**src/rtl/adcsw_pkg.sv**
```systemverilog
package adcsw_pkg;

    localparam int SEL_W = 6;
    localparam int DIV_W = 6;

    typedef struct packed {
        logic [1:0]       clk_src;
        logic [DIV_W-1:0] clk_div;
        logic             dig_en;
        logic [2:0]       vref_sel;
        logic             trig_hold;
        logic             upd_ien;
        logic             samp_force;
        logic             req_one;
        logic             gl_level;
        logic             gl_pulse;
        logic [SEL_W-1:0] in_sel;
    } ctl_fields_t;

    // Assemble the read view; update-ready is inserted from the monitor.
    function automatic logic [31:0] pack_view(ctl_fields_t f, logic upd);
        return {f.clk_src, f.clk_div, f.dig_en, 7'd0, f.vref_sel, f.trig_hold,
                f.upd_ien, upd, f.samp_force, f.req_one, f.gl_level, f.gl_pulse,
                f.in_sel};
    endfunction

    // Next field state: self-clearing bits drop first, then the write lands.
    function automatic ctl_fields_t apply_write(ctl_fields_t cur, logic we,
                                                logic [3:0] be, logic [31:0] wd);
        ctl_fields_t n;
        n          = cur;
        n.req_one  = 1'b0;
        n.gl_pulse = 1'b0;
        if (we) begin
            if (be[3]) begin
                n.clk_src = wd[31:30];
                n.clk_div = wd[29:24];
            end
            if (be[2]) n.dig_en = wd[23];
            if (be[1]) begin
                n.vref_sel   = wd[15:13];
                n.trig_hold  = wd[12];
                n.upd_ien    = wd[11];
                n.samp_force = wd[9];
                n.req_one    = wd[8];
            end
            if (be[0]) begin
                n.gl_level = wd[7];
                n.gl_pulse = wd[6];
                n.in_sel   = wd[5:0];
            end
        end
        return n;
    endfunction

endpackage

```
**src/rtl/adcsw_regfile.sv**
```systemverilog
module adcsw_regfile
    import adcsw_pkg::*;
(
    input  logic        clk,
    input  logic        rst,
    input  logic        we,
    input  logic [3:0]  be,
    input  logic [31:0] wd,
    output ctl_fields_t fields
);
    ctl_fields_t nxt;

    always_comb nxt = apply_write(fields, we, be, wd);

    always_ff @(posedge clk) begin
        if (rst) fields <= '0;
        else     fields <= nxt;
    end

    assert_req_selfclear_R3: assert property (@(posedge clk) disable iff (rst)
        (fields.req_one && !(we && be[1] && wd[8])) |=> !fields.req_one);

    assert_pulse_selfclear_R4: assert property (@(posedge clk) disable iff (rst)
        (fields.gl_pulse && !(we && be[0] && wd[6])) |=> !fields.gl_pulse);

    assert_level_holds_R4: assert property (@(posedge clk) disable iff (rst)
        (fields.gl_level && !(we && be[0])) |=> fields.gl_level);

    assert_samp_holds_R8: assert property (@(posedge clk) disable iff (rst)
        (fields.samp_force && !(we && be[1])) |=> fields.samp_force);

endmodule

```
**src/rtl/adcsw_prescale.sv**
```systemverilog
module adcsw_prescale #(
    parameter int DIV_W = 6
) (
    input  logic             clk,
    input  logic             rst,
    input  logic [DIV_W-1:0] div,
    output logic             tick
);
    logic [DIV_W-1:0] cnt;

    // Comparing with >= lets a shrinking divider recover in one cycle.
    assign tick = (cnt >= div);

    always_ff @(posedge clk) begin
        if (rst)       cnt <= '0;
        else if (tick) cnt <= '0;
        else           cnt <= cnt + 1'b1;
    end

    assert_tick_spacing_R9: assert property (@(posedge clk) disable iff (rst)
        (tick && div != '0) |=> (!tick || div == '0));

endmodule

```
**src/rtl/adcsw_updmon.sv**
```systemverilog
module adcsw_updmon #(
    parameter int NUM_CONV = 2
) (
    input  logic                clk,
    input  logic                rst,
    input  logic                hold,
    input  logic                ien,
    input  logic [NUM_CONV-1:0] busy,
    output logic                upd,
    output logic                irq
);
    logic upd_d;

    always_ff @(posedge clk) begin
        if (rst) begin
            upd   <= 1'b0;
            upd_d <= 1'b0;
        end else begin
            upd   <= hold && !(|busy);
            upd_d <= upd;
        end
    end

    assign irq = upd && !upd_d && ien;

    assert_upd_needs_hold_R6: assert property (@(posedge clk) disable iff (rst)
        upd |-> $past(hold));

    assert_upd_needs_idle_R6: assert property (@(posedge clk) disable iff (rst)
        upd |-> $past(busy) == '0);

    assert_irq_single_R7: assert property (@(posedge clk) disable iff (rst)
        irq |=> !irq);

endmodule

```
**src/rtl/adcsw_gate.sv**
```systemverilog
module adcsw_gate
    import adcsw_pkg::*;
(
    input  ctl_fields_t      fields,
    input  logic             hw_req,
    output logic             conv_req,
    output logic [SEL_W-1:0] conv_idx,
    output logic             gsw_pulse,
    output logic             gsw_level,
    output logic             hw_fire
);
    localparam logic [SEL_W-1:0] RSV_CODE = {SEL_W{1'b1}};

    logic open_q;

    assign open_q    = fields.dig_en && !fields.trig_hold;
    assign conv_req  = open_q && fields.req_one && (fields.in_sel != RSV_CODE);
    assign conv_idx  = fields.in_sel;
    assign gsw_pulse = open_q && fields.gl_pulse;
    assign gsw_level = open_q && fields.gl_level;
    assign hw_fire   = open_q && hw_req;

endmodule

```
**src/rtl/adc_swtrig_ctrl.sv**
```systemverilog
module adc_swtrig_ctrl
    import adcsw_pkg::*;
#(
    parameter int NUM_CONV = 2
) (
    input  logic                clk,
    input  logic                rst,
    input  logic                reg_we,
    input  logic [3:0]          reg_be,
    input  logic [31:0]         reg_wdata,
    output logic [31:0]         reg_rdata,
    input  logic [NUM_CONV-1:0] conv_busy,
    input  logic                hw_trig_req,
    output logic                conv_req,
    output logic [SEL_W-1:0]    conv_idx,
    output logic                gsw_pulse,
    output logic                gsw_level,
    output logic                hw_trig_fire,
    output logic                sample_force,
    output logic                ctl_clk_en,
    output logic                upd_irq
);
    ctl_fields_t fields;
    logic        upd;

    adcsw_regfile u_regs (
        .clk    (clk),
        .rst    (rst),
        .we     (reg_we),
        .be     (reg_be),
        .wd     (reg_wdata),
        .fields (fields)
    );

    adcsw_gate u_gate (
        .fields    (fields),
        .hw_req    (hw_trig_req),
        .conv_req  (conv_req),
        .conv_idx  (conv_idx),
        .gsw_pulse (gsw_pulse),
        .gsw_level (gsw_level),
        .hw_fire   (hw_trig_fire)
    );

    adcsw_prescale #(.DIV_W(DIV_W)) u_div (
        .clk  (clk),
        .rst  (rst),
        .div  (fields.clk_div),
        .tick (ctl_clk_en)
    );

    adcsw_updmon #(.NUM_CONV(NUM_CONV)) u_upd (
        .clk  (clk),
        .rst  (rst),
        .hold (fields.trig_hold),
        .ien  (fields.upd_ien),
        .busy (conv_busy),
        .upd  (upd),
        .irq  (upd_irq)
    );

    assign sample_force = fields.samp_force;
    assign reg_rdata    = pack_view(fields, upd);

    assert_hold_blocks_R5: assert property (@(posedge clk) disable iff (rst)
        fields.trig_hold |-> !(conv_req || gsw_pulse || gsw_level || hw_trig_fire));

    assert_disable_blocks_R10: assert property (@(posedge clk) disable iff (rst)
        !fields.dig_en |-> !(conv_req || gsw_pulse || gsw_level || hw_trig_fire));

    assert_no_reserved_R11: assert property (@(posedge clk) disable iff (rst)
        conv_req |-> conv_idx != {SEL_W{1'b1}});

    assert_irq_on_ready_R7: assert property (@(posedge clk) disable iff (rst)
        upd_irq |-> (reg_rdata[10] && reg_rdata[11]));

endmodule

```
**config.mk**
```make
export PLATFORM = sky130hd
export DESIGN_NAME = adc_swtrig_ctrl
export DESIGN_NICKNAME = d
export VERILOG_FILES = /design/src/rtl/adcsw_pkg.sv /design/src/rtl/adcsw_regfile.sv /design/src/rtl/adcsw_prescale.sv /design/src/rtl/adcsw_updmon.sv /design/src/rtl/adcsw_gate.sv /design/src/rtl/adc_swtrig_ctrl.sv
export SDC_FILE = /design/constraint.sdc
export NUM_CORES = 1
export LEC_CHECK = 0
export BUFFER_PORTS_ARGS = -buffer_cell sky130_fd_sc_hd__clkbuf_2
export CORE_MARGIN = 2
export CORE_UTILIZATION = 43
export DETAILED_ROUTE_END_ITERATION = 6
export GPL_TIMING_DRIVEN = 0
export PLACE_DENSITY = 0.79
export SLEW_MARGIN = 15
export SYNTH_ARGS = -nofsm -noshare
export SYNTH_HDL_FRONTEND = slang
export SYNTH_SLANG_ARGS = --single-unit
export TNS_END_PERCENT = 50
```
**constraint.sdc**
```tcl
create_clock -name clk -period 2.3 [get_ports clk]
set_clock_uncertainty 0.2 [all_clocks]
set_input_delay 0.69 -clock clk [delete_from_list [all_inputs] [get_ports clk]]
set_output_delay 0.69 -clock clk [all_outputs]
set_load 0.01 [all_outputs]
```
==> flow_results.org, run 1 <==
** Global routing
- The first global-routing pass estimated 5890 microns of wire.
- The initial antenna violation count is 0.
- Largest net degree at the start of global routing :: 11
- The number of global-route vias before repair came to 1,342.
- Global routing used 18.6% of the available tracks.
- After global routing the overflow that remains totals 0.

** CTS
- The clock net in this run drives a total of 32 sinks.
- In this run the deepest clock path goes through 2 buffers.
- After clock tree synthesis, the clock-pin slew on the worst setup and hold paths is 0.09 ns.
- For the worst-skew pair, the clock arrives at the later sink with an insertion delay of 0.32 ns.
- The H-tree was split into 2 levels.
- Clock tree from TritonCTS :: built
- Number of hold buffers added after CTS :: 0
- Buffer cell driving the clock tree root :: sky130_fd_sc_hd__clkbuf_4
- Number of buffers added by the clock tree synthesis step :: 5

** Drt
- In the routed layout, each cell is associated on average with a via count of 4.66.
- For this run, design rule violations remaining after detail routing come to 0.
- In this run the remaining antenna-violating nets after routing total 0.
- The detailed router finished its first iteration with 50 violations.
- Routed WL :: 3550 microns
- For this block, the via count after detailed routing is 1,476.
- Drt wl/cell :: 11.2 microns
- For this run, the detailed router's first-pass iteration total came to 4.

** Power
- IR drop worst, VDD :: 0.428 mV
- Overall power consumption :: 1.24 mW
- Power density relative to cell area :: 567 nW/um^2
- P_leak :: 1.05 nW

** Final layout
- Fraction of final layout cells sized beyond drive strength 1 :: 52.8%
- Number of filler cells placed in the layout :: 295
- The number of antenna diodes in the final layout is 0.
- In the final design database the tool counted 319 nets.
- Layout-stage area growth over the synthesis result :: 43.8%
- In the final layout, the multi-input gates occupy 762 sq um.
- Registers take 652 sq um.

** Floorplanning
- Core region area :: 3360 sq um
- Number of placed I/O pins :: 87
- Starting density of the core :: 45.3%
- Area of the die :: 4030 sq um
- In this run the vertical extent of the chip is 63.5 microns.
- The die is 63.5 microns wide.
- Site Rows :: 21

** Place
- The congestion estimate from routability-driven global placement came to 0.801.
- Port Buffer Count :: 67
- Post-DP HPWL :: 2630 microns

** Logic synthesis
- Number of warnings reported in the yosys synthesis log :: 0
- Proportion of synthesized flip-flops having asynchronous set or reset :: 0%
- The cell count after synthesis came out at 177.
- Syn_area_per_cell :: 8.60 sq um
- Flip-flop and latch count after synthesis :: 32
- Sequential elements use 42.1% of the synthesized area.
- The netlist uses 30 different library cells.
- Count of flip-flops with a built-in enable after synthesis :: 0
- The synthesized netlist occupies a cell area of 1520 sq um.
- Flip-flop cell with the highest count after synthesis :: sky130_fd_sc_hd__dfxtp_1

** STA
- Unrepaired setup endpoints after global routing :: yes
- Min cycle time layout :: 2.38 ns
- Once routing completed, OpenROAD measured the worst setup slack at -0.0785 ns.
- Total count of max-transition violations in the final report :: 0
- Post-route clock period utilization :: 103%
- Accumulated negative setup slack :: -0.0785 ns
- Static timing analysis puts the maximum clock frequency at 420 MHz.
- Final setup violation count :: 1
- Hold Violations, Final :: 0

** Hold path
- The path class of the tightest hold or removal check is reg -> reg.

** Worst setup path
- FF-to-FF End :: u_div.cnt[4]$_SDFF_PP0_
- At the worst endpoint, the required time is 1.41 ns.
- Tracing the worst setup path back leads to its startpoint at u_div.cnt[0]$_SDFF_PP0_.
- The worst setup path is of the reg -> out kind.
- The worst setup path is launched from a flip-flop.
- Counting cells, the worst reg-to-reg path comes to 11.
- Worst path arrival time :: 1.49 ns
- Slack of the worst reg-to-reg path :: 0.11 ns
- Capturing element type of the critical path :: output port
- Along the worst path, the maximum fanout reaches 2.
- Worst setup endpoint :: ctl_clk_en
- The startpoint identified for the worst register-to-register timing path is u_regs.fields[19]$_SDFFE_PP0P_.

** Flow run
- Maxcap violations :: 0

** Run status
- The flow ran to the end, but the final reports show violations.
- The checks that failed: setup timing.
cells in the mapped netlist (2+ instances only):
cell                        n  area (sq um)
sky130_fd_sc_hd__buf_4     20           150
sky130_fd_sc_hd__nor2b_1    2          12.5
sky130_fd_sc_hd__nand3_1   24           120
sky130_fd_sc_hd__a21oi_2    2          17.5
sky130_fd_sc_hd__xor2_1     2          17.5
sky130_fd_sc_hd__nor2_2     6          37.5
sky130_fd_sc_hd__xnor2_1    2          17.5
sky130_fd_sc_hd__nand2_2    3          18.8
sky130_fd_sc_hd__clkbuf_1   2          7.51
sky130_fd_sc_hd__buf_2      2          10.0
sky130_fd_sc_hd__ha_1       7          87.6
sky130_fd_sc_hd__nand2_1   25          93.8
sky130_fd_sc_hd__dfxtp_1   32           641
sky130_fd_sc_hd__and2_1     3          18.8
sky130_fd_sc_hd__inv_1      8          30.0
sky130_fd_sc_hd__nor3b_1    2          15.0
sky130_fd_sc_hd__a21oi_1   22           110
worst max-delay path: stages, from the launching register on:
cell and delay [ns]:
sky130_fd_sc_hd__dfxtp_2 0.34, sky130_fd_sc_hd__inv_2 0.04, sky130_fd_sc_hd__ha_4 0.22, sky130_fd_sc_hd__nand2b_4 0.14
sky130_fd_sc_hd__a21oi_4 0.16, sky130_fd_sc_hd__o221ai_2 0.13, sky130_fd_sc_hd__buf_2 0.15
cell families after synthesis:
family	after synthesis	synth area share, %
DFF	32	42.1
AOI/OAI and AO/OA	29	12.2
adders and majority gates	7	5.75
other	1	0.246
xor gates and xnor gates	4	2.30
buffers and inverters	33	13.7
and+or+nand+nor	71	23.7
report_power, final:
part           switching (mW)  internal (mW)  total (mW)  leakage [nW]
Combinational           0.117          0.125       0.242         0.745
Sequential             0.0163          0.578       0.594         0.265
Clock                   0.179          0.228       0.407        0.0422
Total                   0.312          0.930        1.24          1.05
sequential cells by signal, summed over array words and instances (netlist names):
signal and count:
u_div.cnt 6, u_upd.upd_d 1, u_upd.upd 1, u_regs.fields 24
how the worst min path moves through the flow:
stage | from | end | slack, ns | cells past startpoint
after floorplan | u_div.cnt[0]$_SDFF_PP0_ | u_div.cnt[0]$_SDFF_PP0_ | 0.24 | 1
after global placement | u_regs.fields[23]$_SDFFE_PP0P_ | u_regs.fields[23]$_SDFFE_PP0P_ | 0.24 | 2
after detailed placement | u_regs.fields[22]$_SDFFE_PP0P_ | u_regs.fields[22]$_SDFFE_PP0P_ | 0.25 | 2
after CTS | u_regs.fields[22]$_SDFFE_PP0P_ | u_regs.fields[22]$_SDFFE_PP0P_ | 0.26 | 2
after global routing | u_regs.fields[22]$_SDFFE_PP0P_ | u_regs.fields[22]$_SDFFE_PP0P_ | 0.28 | 2
final | u_regs.fields[13]$_SDFFE_PP0P_ | u_regs.fields[13]$_SDFFE_PP0P_ | 0.26 | 2
cell usage in the layout (no fill, tap or decap), drive strengths merged, types with 2 or more instances in the layout:
master	netlist	routed
a21oi	25	25
and2	3	3
buf	23	37
clkbuf	2	74
conb	1	7
dfxtp	32	32
ha	7	7
inv	8	8
nand2	28	28
nand3	24	24
nor2	6	6
nor2b	2	2
nor3b	2	2
xnor2	2	2
xor2	2	2
metal layers:
metal,routed length [microns],track usage [%],vias to the layer above
met5,0,0,-
met4,100,9.78,0
met3,204,4.64,11
met2,1800,32.5,52
met1,1450,20.6,657
li1,-,-,756
final cells by class:
class,count,area share [%]
multi-input combinational,118,34.8
sequential,32,29.8
timing repair buffer,80,19.8
buffer,25,8.17
tap,46,2.63
clock buffer,6,1.89
clock inverter,2,1.60
inverter,8,1.37
timing repair:
item / 4_1_cts / 5_1_grt
resized for setup: 16 / 5
endpoints found under the setup margin: 1 / 8
buffers inserted: 12 / 2
pin swaps: 4 / 7
per-stage QoR:
stage | cells | setup WS, ns | hold WS [ns] | util [%] | instance area, sq um
CTS | 316 | -0.0890 | 0.262 | 64.4 | 2170
floorplan | 183 | 0.213 | 0.235 | - | 1550
finish | 317 | -0.0785 | 0.264 | 65.1 | 2190
global route | 317 | -0.160 | 0.283 | 65.1 | 2190
global placement | 296 | 0.0462 | 0.243 | 57.6 | 1940
detailed placement | 296 | 0.0373 | 0.248 | 57.6 | 1940
(Power assumes the default switching activity.)
==> run 2: changes to the inputs <==
CORE_UTILIZATION = 45   (was 43)
CTS_BUF_LIST = sky130_fd_sc_hd__clkbuf_4 sky130_fd_sc_hd__clkbuf_8   (was unset)
PLACE_DENSITY = 0.82   (was 0.79)
==> run 2 against run 1 <==
The run still ends with setup timing left. Critical path depth shrank 1. Count of clock-buffer cells in the layout shrank 1. Core utilization grew 0.31 points. Sequential cell count is the same. First-iteration DRC count grew 66%. Cell count shrank 1.6%. Sequential power is essentially flat. Combinational power is essentially flat. Final area shrank 1.9%. Clock power shrank 33%. Sequential share of layout area grew 0.57 points. Die area shrank 4.2%. Critical path type unchanged. Largest cell class unchanged. Highest routed layer unchanged.
==> flow_results.org, run 2 (synthesis gave the netlist of run 1 again) <==
** Run status
- The run finished, with violations left.
- Violated checks :: setup timing

** STA
- Unrepaired setup endpoints after global routing :: yes
- Final setup violation count :: 1 (unchanged)
- The hold violation count in the final report was 0 (unchanged).
- The number of slew-limit violations in the final report came to 0 (unchanged).
- The worst hold margin came to 0.265 ns (+0.00150 ns).
- The minimum clock period is 2.36 ns (-0.0205 ns).
- Max Fclk :: 424 MHz (+0.87%)
- The worst path setup slack after routing is -0.0580 ns (+0.0205 ns).
- The post-route setup TNS was -0.0580 ns (+0.0205 ns).
- Post-route clock period utilization :: 103% (-0.89 points)

** CTS
- The source-to-sink clock delay at the later pin of the worst-skew pair is 0.33 ns (about the same).
- CTS clk-pin slew, worst paths :: 0.09 ns (about the same)
- CTS placed an instance of sky130_fd_sc_hd__clkbuf_4 at the clock tree root.
- The largest buffer count on any clock path is 2 (unchanged).
- H-tree level count :: 2 (unchanged)
- Clock tree from TritonCTS :: built
- The total clock sinks is 32 (unchanged).
- Number of hold buffers added after CTS :: 0 (unchanged)
- Number of buffers added by the clock tree synthesis step :: 5 (unchanged)

** Drt
- The number of vias per cell was 4.76 (+2.2%).
- Antenna Nets Post-Route :: 0 (unchanged)
- The number of remaining DRC errors is 0 (unchanged).
- Routed WL :: 3600 microns (+1.2%)
- The count of vias placed by the detailed router was 1,485 (+0.61%).
- Number of detailed-routing iterations run before antenna repair :: 4 (unchanged)
- Drt wl/cell :: 11.5 microns (+2.9%)
- Count of routing violations after the opening detailed-route iteration :: 83 (+66%)

** Worst setup path
- The worst setup path is captured at an output port.
- In this run the critical register-to-register path is launched from u_regs.fields[21]$_SDFFE_PP0P_.
- Longest individual stage delay on the worst path :: 0.35 ns (about the same)
- The worst reg-to-reg setup slack is 0.22 ns (+0.11 ns).
- The signal on the critical path passes through ha_4 -> nand2b_4 -> a21oi_4 -> o221ai_2 -> buf_2.
- Critical path buffer and inverter count :: 1 (-1)
- Worst Path Class, Setup :: reg -> out
- In this run the critical register-to-register path is captured at u_div.cnt[3]$_SDFF_PP0_.
- The kind of cell with the highest combined delay along the critical path is flip-flops.
- Required time worst endpoint :: 1.41 ns (about the same)
- Startpoint Class :: flip-flop
- Max stage delay cell, worst path :: sky130_fd_sc_hd__dfxtp_2
- Worst-case reg-to-reg path depth :: 10 (-1)
- The arrival time at the worst endpoint came to 1.47 ns (-0.02 ns).
- The highest net fanout along the worst path is 3 (+1).

** Floorplanning
- Core region area :: 3280 sq um (-2.3%)
- Area of the die :: 3870 sq um (-4.2%)
- The floorplan die height is 62.2 microns (-2.1%).
- The initial standard-cell utilization of the core came to 46.4% (+1.1 points).
- The number of ports placed on the die boundary came to 87 (unchanged).
- Site Rows :: 21 (unchanged)
- The horizontal die dimension is 62.2 microns (-2.1%).

** Hold path
- Beginning of the worst hold path :: u_regs.fields[13]$_SDFFE_PP0P_
- Number of stages on the worst hold path :: 2 (unchanged)
- Worst Hold Endpoint :: u_regs.fields[13]$_SDFFE_PP0P_
- Type of the tightest min-delay check :: reg -> reg

** Global routing
- The pin count of the biggest net entering global routing was 11 (unchanged).
- All-Layer GR Usage :: 19.9% (+1.3 points)
- The number of global-route vias before repair was 1,390 (+3.6%).
- Remaining global-route overflow :: 0 (unchanged)
- The initial antenna violation count was 0 (unchanged).
- The global-route wire length before repair is 6070 microns (+3.1%).

** Final layout
- Most frequent cells in the layout :: sky130_fd_sc_hd__clkbuf_2, sky130_fd_sc_hd__buf_4, sky130_fd_sc_hd__nand2_1
- Reg area :: 652 sq um (unchanged)
- Number of filler cells placed in the layout :: 284 (-3.7%)
- Number of flip-flops under the largest register name :: 24 (unchanged)
- The fraction of final layout cells with drive strength greater than 1 is 52.6% (-0.14 points).
- Most flop-heavy register :: u_regs.fields
- The largest registers in the layout are u_regs.fields x24, u_div.cnt x6.
- Number of nets in the layout :: 317 (-0.63%)
- Leaving out fill and tap cells, the most frequent cell in the layout is sky130_fd_sc_hd__clkbuf_2.
- Area of the multi-input gates :: 774 sq um (+1.6%)
- Layout-stage area growth over the synthesis result :: 41.1%
- Final antenna diode count :: 0 (unchanged)

** Flow run
- The number of max-cap violations is 0 (unchanged).

** Power
- P_leak :: 1.02 nW (-2.8%)
- The worst vdd rail ir drop was 0.311 mV (-27%).
- Power density relative to cell area :: 515 nW/um^2 (-9.3%)

** Place
- The placer congestion estimate was 0.759 (-5.2%).
- The count of input and output buffers is 67 (unchanged).
- The setup slack after placement was 0.0335 ns (-0.00385 ns).
- The estimated wirelength of the detail-placed design was 2560 microns (-2.8%).
-- run 2: cell types whose count changed in the layout (fill, tap and decap cells not counted) --
cell                        previous run  this run
sky130_fd_sc_hd__buf_4                33        31
sky130_fd_sc_hd__bufinv_16             1         0
sky130_fd_sc_hd__clkbuf_1              3         2
sky130_fd_sc_hd__clkinv_2              1         0
sky130_fd_sc_hd__ha_1                  3         2
sky130_fd_sc_hd__ha_4                  4         5
-- run 2: power by group --
part / leakage [nW] / total [mW] / internal [mW] / switching, mW
clock network: 0.0230 / 0.271 / 0.102 / 0.169
registers: 0.265 / 0.594 / 0.578 / 0.0168
logic: 0.735 / 0.241 / 0.124 / 0.117
total: 1.02 / 1.11 / 0.804 / 0.302
-- run 2: layout make-up --
cell class,count,area share (%)
multi-input cells,118,36.1
flip-flops and latches,32,30.3
repair buffers,78,19.5
plain buffers,25,8.33
well taps,46,2.68
clock buffers,5,1.75
inverters,8,1.40
-- run 2: what timing repair did --
| action | 4_1_cts | 5_1_grt |
|---|---|---|
| gates resized for setup | 20 | 2 |
| buffers inserted | 12 | 1 |
| pin swaps | 6 | 7 |
| endpoints found under the setup margin | 1 | 8 |
-- run 2: tightest hold or removal path: cells and delay by family (launching register included) --
| family | cells | cell delay, ns |
|---|---|---|
| AO/OA/AOI/OAI | 1 | 0.05 |
| flip-flops | 1 | 0.32 |
| AND/OR/NAND/NOR | 1 | 0.05 |
-- run 2: how the worst max path moves through the flow --
stage               slack, ns    endpoint  cells past startpoint                            from
global placement         0.07  ctl_clk_en                      6         u_div.cnt[0]$_SDFF_PP0_
CTS                     -0.08  ctl_clk_en                      5  u_regs.fields[19]$_SDFFE_PP0P_
detailed placement       0.03  ctl_clk_en                      6         u_div.cnt[0]$_SDFF_PP0_
global route            -0.13  ctl_clk_en                      5  u_regs.fields[21]$_SDFFE_PP0P_
floorplan                0.21  ctl_clk_en                      5         u_div.cnt[0]$_SDFF_PP0_
finish                  -0.06  ctl_clk_en                      5  u_regs.fields[16]$_SDFFE_PP0P_
-- run 2: layer usage --
metal / wire length, microns / share of wire (%) / track usage [%]
met5: 0 / 0 / 0
met2: 1690 / 47 / 33.3
met3: 297 / 8.3 / 5.62
met4: 104 / 2.9 / 11.4
met1: 1500 / 42 / 22.7
-- run 2: per-stage QoR --
step	util [%]	std cells	power (mW)	cell area, sq um
after floorplan	-	183	0.727	1550
after detailed placement	59.0	296	0.800	1940
after global placement	59.0	296	0.797	1940
after global routing	65.4	312	1.16	2150
after CTS	65.6	313	1.11	2150
final	65.4	312	1.11	2150
==> run 3: changes to the inputs <==
CORE_UTILIZATION = 25   (was 45)
PLACE_DENSITY = unset   (was 0.82)
==> run 3 against run 2 <==
The run still ends with setup timing left. Critical path depth is 1 higher. Via count is 4.5% lower. Combinational power is 6% lower. Core utilization is 28 points lower. Final area is 4.0% higher. First-iteration DRC count is 46% lower. Sequential cell count stayed put. Setup slack better by 0.046 ns. Worst hold slack worse by 0.0087 ns. Register-to-register slack better by 0.40 ns. Power is 16% higher. Critical path type unchanged. Largest power group unchanged.
==> flow_results.org, run 3 (synthesis gave the netlist of run 1 again) <==
** Final layout
- The library cells used most frequently in the layout, excluding fill and tap cells, are sky130_fd_sc_hd__clkbuf_2, sky130_fd_sc_hd__buf_4, sky130_fd_sc_hd__nand2_1.
- Number of flip-flops under the largest register name :: 24 (unchanged)
- Leaving out fill and tap cells, the most frequent cell in the layout is sky130_fd_sc_hd__clkbuf_2.
- Fraction of final layout cells sized beyond drive strength 1 :: 52.6% (about the same)
- Number of nets in the layout :: 316 (-0.32%)
- More flip-flops sit in one register than any other, and that register is u_regs.fields.
- Final antenna diode count :: 0 (unchanged)
- Largest registers :: u_regs.fields x24, u_div.cnt x6
- Layout-stage area growth over the synthesis result :: 46.8%
- Non-filler instance count after layout :: 343 (+9.9%)

** Worst setup path
- Kind of cell adding the most delay to the critical path :: flip-flops
- STA classifies the critical path endpoint as an output port.
- Worst Path Class, Setup :: reg -> out
- Worst path arrival time :: 1.42 ns (-0.05 ns)
- Reg-to-Reg Start :: u_regs.fields[21]$_SDFFE_PP0P_
- The worst reg-to-reg setup slack came to 0.62 ns (+0.40 ns).
- Startpoint Class :: flip-flop
- Walking the worst path, the cells encountered are inv_2 -> ha_4 -> nand2b_4 -> a21oi_4 -> o221ai_2 -> buf_2.
- The highest net fanout along the worst path is 2 (-1).
- Critical path buffer and inverter count :: 2 (+1)
- The number of cells on the worst reg-to-reg path is 7 (-3).
- Critical path depth :: 6 (+1)
- FF-to-FF End :: u_div.cnt[5]$_SDFF_PP0_
- Longest individual stage delay on the worst path :: 0.34 ns (about the same)
- The data required time of the worst path is 1.41 ns (about the same).
- Max stage delay cell, worst path :: sky130_fd_sc_hd__dfxtp_2

** STA
- Hold Violations, Final :: 0 (unchanged)
- Setup repair after global routing could not meet its margin everywhere.
- The number of slew-limit violations in the final report came to 0 (unchanged).
- Post-route clock period utilization :: 101% (-2.0 points)
- The maximum clock rate came to 433 MHz (+2.0%).
- The worst path setup slack after routing came to -0.0116 ns (+0.0463 ns).
- The minimum clock period is 2.31 ns (-0.0463 ns).
- Final setup violation count :: 1 (unchanged)

** Global routing
- All-Layer GR Usage :: 11.9% (-8.0 points)
- Vias in the first global route :: 1,308 (-5.9%)
- Global-route wire length before repair :: 6040 microns (-0.35%)
- Largest net degree at the start of global routing :: 11 (unchanged)
- Remaining global-route overflow :: 0 (unchanged)
- The initial antenna violation count came to 0 (unchanged).

** CTS
- Number of hold buffers added after CTS :: 0 (unchanged)
- CTS placed an instance of sky130_fd_sc_hd__clkbuf_8 at the clock tree root.
- H-tree level count :: 2 (unchanged)
- TritonCTS Sinks :: 32 (unchanged)
- The largest buffer count on any clock path came to 2 (unchanged).
- The source-to-sink clock delay at the later pin of the worst-skew pair was 0.28 ns (-0.05 ns).
- Clock tree from TritonCTS :: built
- The post-CTS clock slew at the launch and capture registers of the worst setup and hold paths is 0.07 ns (-0.02 ns).
- Number of buffers added by the clock tree synthesis step :: 5 (unchanged)

** Flow run
- The number of max-cap violations came to 0 (unchanged).

** Drt
- The number of antenna-violating nets in the routed design is 0 (unchanged).
- The number of DRC markers in iteration 0 was 45 (-46%).
- The number of remaining DRC errors was 0 (unchanged).
- The count of TritonRoute iterations in the first routing pass came to 4 (unchanged).
- The total wirelength of the detailed-routed design came to 3760 microns (+4.7%).
- Via count normalized by instance count :: 4.13 (-13%)
- The count of vias placed by the detailed router is 1,418 (-4.5%).
- The average wire length per cell after detail routing is 11.0 microns (-4.8%).

** Place
- The estimated wirelength of the detail-placed design was 2940 microns (+15%).
- The number of cells after detailed placement is 325 (+9.8%).
- Routability cong. :: 0.811 (+6.8%)
- Port Buffer Count :: 67 (unchanged)

** Hold path
- The tightest min-delay check is of the reg -> reg type.
- In this run the most critical hold path is launched from u_regs.fields[14]$_SDFFE_PP0P_.
- Worst Hold Endpoint :: u_regs.fields[14]$_SDFFE_PP0P_
- The number of cells on the worst hold path was 2 (unchanged).

** Run status
- Violated checks :: setup timing
- The flow ran to the end, but the final reports show violations.

** Power
- P_leak :: 1.05 nW (+2.6%)
- The power density of the placed cells is 574 nW/um^2 (+11%).
- Overall power consumption :: 1.28 mW (+16%)
- The worst vdd rail ir drop was 0.298 mV (-4.2%).

** Floorplanning
- The initial standard-cell utilization of the core is 25.7% (-21 points).
- Core region area :: 5920 sq um (+80%)
- The number of cell rows was 28 (+33%).
- The floorplan die height came to 82.0 microns (+32%).
- Number of placed I/O pins :: 87 (unchanged)
- The die area is 6730 sq um (+74%).
- Chip Width :: 82.0 microns (+32%)
==> run 3: cell types whose count changed in the layout (fill, tap and decap cells not counted) <==
cell,delta
sky130_fd_sc_hd__a21oi_2,-1
sky130_fd_sc_hd__a21oi_4,+1
sky130_fd_sc_hd__buf_4,-1
sky130_fd_sc_hd__clkbuf_4,-3
sky130_fd_sc_hd__clkbuf_8,+6
sky130_fd_sc_hd__dfxtp_2,-1
sky130_fd_sc_hd__dfxtp_4,+1
sky130_fd_sc_hd__ha_1,+1
sky130_fd_sc_hd__ha_4,-1
==> run 3: through the flow <==
stage               hold WS [ns]  instance area (sq um)  setup TNS, ns  utilization [%]  setup WS, ns
floorplan                  0.235                   1550              0                -         0.213
global placement           0.244                   1970              0             33.3        0.0415
detailed placement         0.251                   1970              0             33.3        0.0306
CTS                        0.260                   2190        -0.0433             37.0       -0.0433
global route               0.283                   2230        -0.0834             37.7       -0.0834
finish                     0.257                   2230        -0.0116             37.7       -0.0116
==> run 3: worst max-delay path by stage <==
| stage | slack, ns | start | to |
|---|---|---|---|
| final | -0.01 | u_div.cnt[0]$_SDFF_PP0_ | ctl_clk_en |
| after floorplan | 0.21 | u_div.cnt[0]$_SDFF_PP0_ | ctl_clk_en |
| after global placement | 0.04 | u_div.cnt[0]$_SDFF_PP0_ | ctl_clk_en |
| after global routing | -0.08 | u_regs.fields[21]$_SDFFE_PP0P_ | ctl_clk_en |
| after detailed placement | 0.03 | u_div.cnt[0]$_SDFF_PP0_ | ctl_clk_en |
| after CTS | -0.04 | u_regs.fields[19]$_SDFFE_PP0P_ | ctl_clk_en |
==> run 3: final cells by class <==
| class | instances | area (sq um) |
|---|---|---|
| fill | 619 | 3690 |
| multi-input combinational | 118 | 769 |
| sequential | 32 | 654 |
| timing repair buffer | 77 | 410 |
| buffer | 25 | 179 |
| clock buffer | 8 | 97.6 |
| tap | 75 | 93.8 |
| inverter | 8 | 30.0 |
==> run 3: timing repair <==
action                     CTS  global route
setup endpoints to repair    1             2
hold endpoints to repair     0             0
buffers inserted             8             2
pin swaps                    6             4
resized for setup           15             8
==> run 3: worst reg2reg max path, stage by stage, from the launching register on <==
cell and delay (ns):
sky130_fd_sc_hd__dfxtp_2 0.33, sky130_fd_sc_hd__inv_2 0.05, sky130_fd_sc_hd__ha_4 0.27, sky130_fd_sc_hd__nand4_1 0.14, sky130_fd_sc_hd__buf_4 0.16, sky130_fd_sc_hd__buf_4 0.13, sky130_fd_sc_hd__o21bai_4 0.23, sky130_fd_sc_hd__nor2_2 0.07
==> run 3: per-layer routing <==
layer	track usage, %	vias to the layer above	part of all wire [%]
met5	0	-	0
met4	5.00	0	1.3
met3	2.53	4	5.8
met2	20.5	53	48
met1	14.2	615	45
li1	-	746	-
==> run 3: report_power, final <==
group          switching, mW  leakage (nW)  internal [mW]
Sequential            0.0167         0.265          0.577
Combinational          0.112         0.732          0.114
Clock                  0.194        0.0523          0.267
Total                  0.323          1.05          0.959
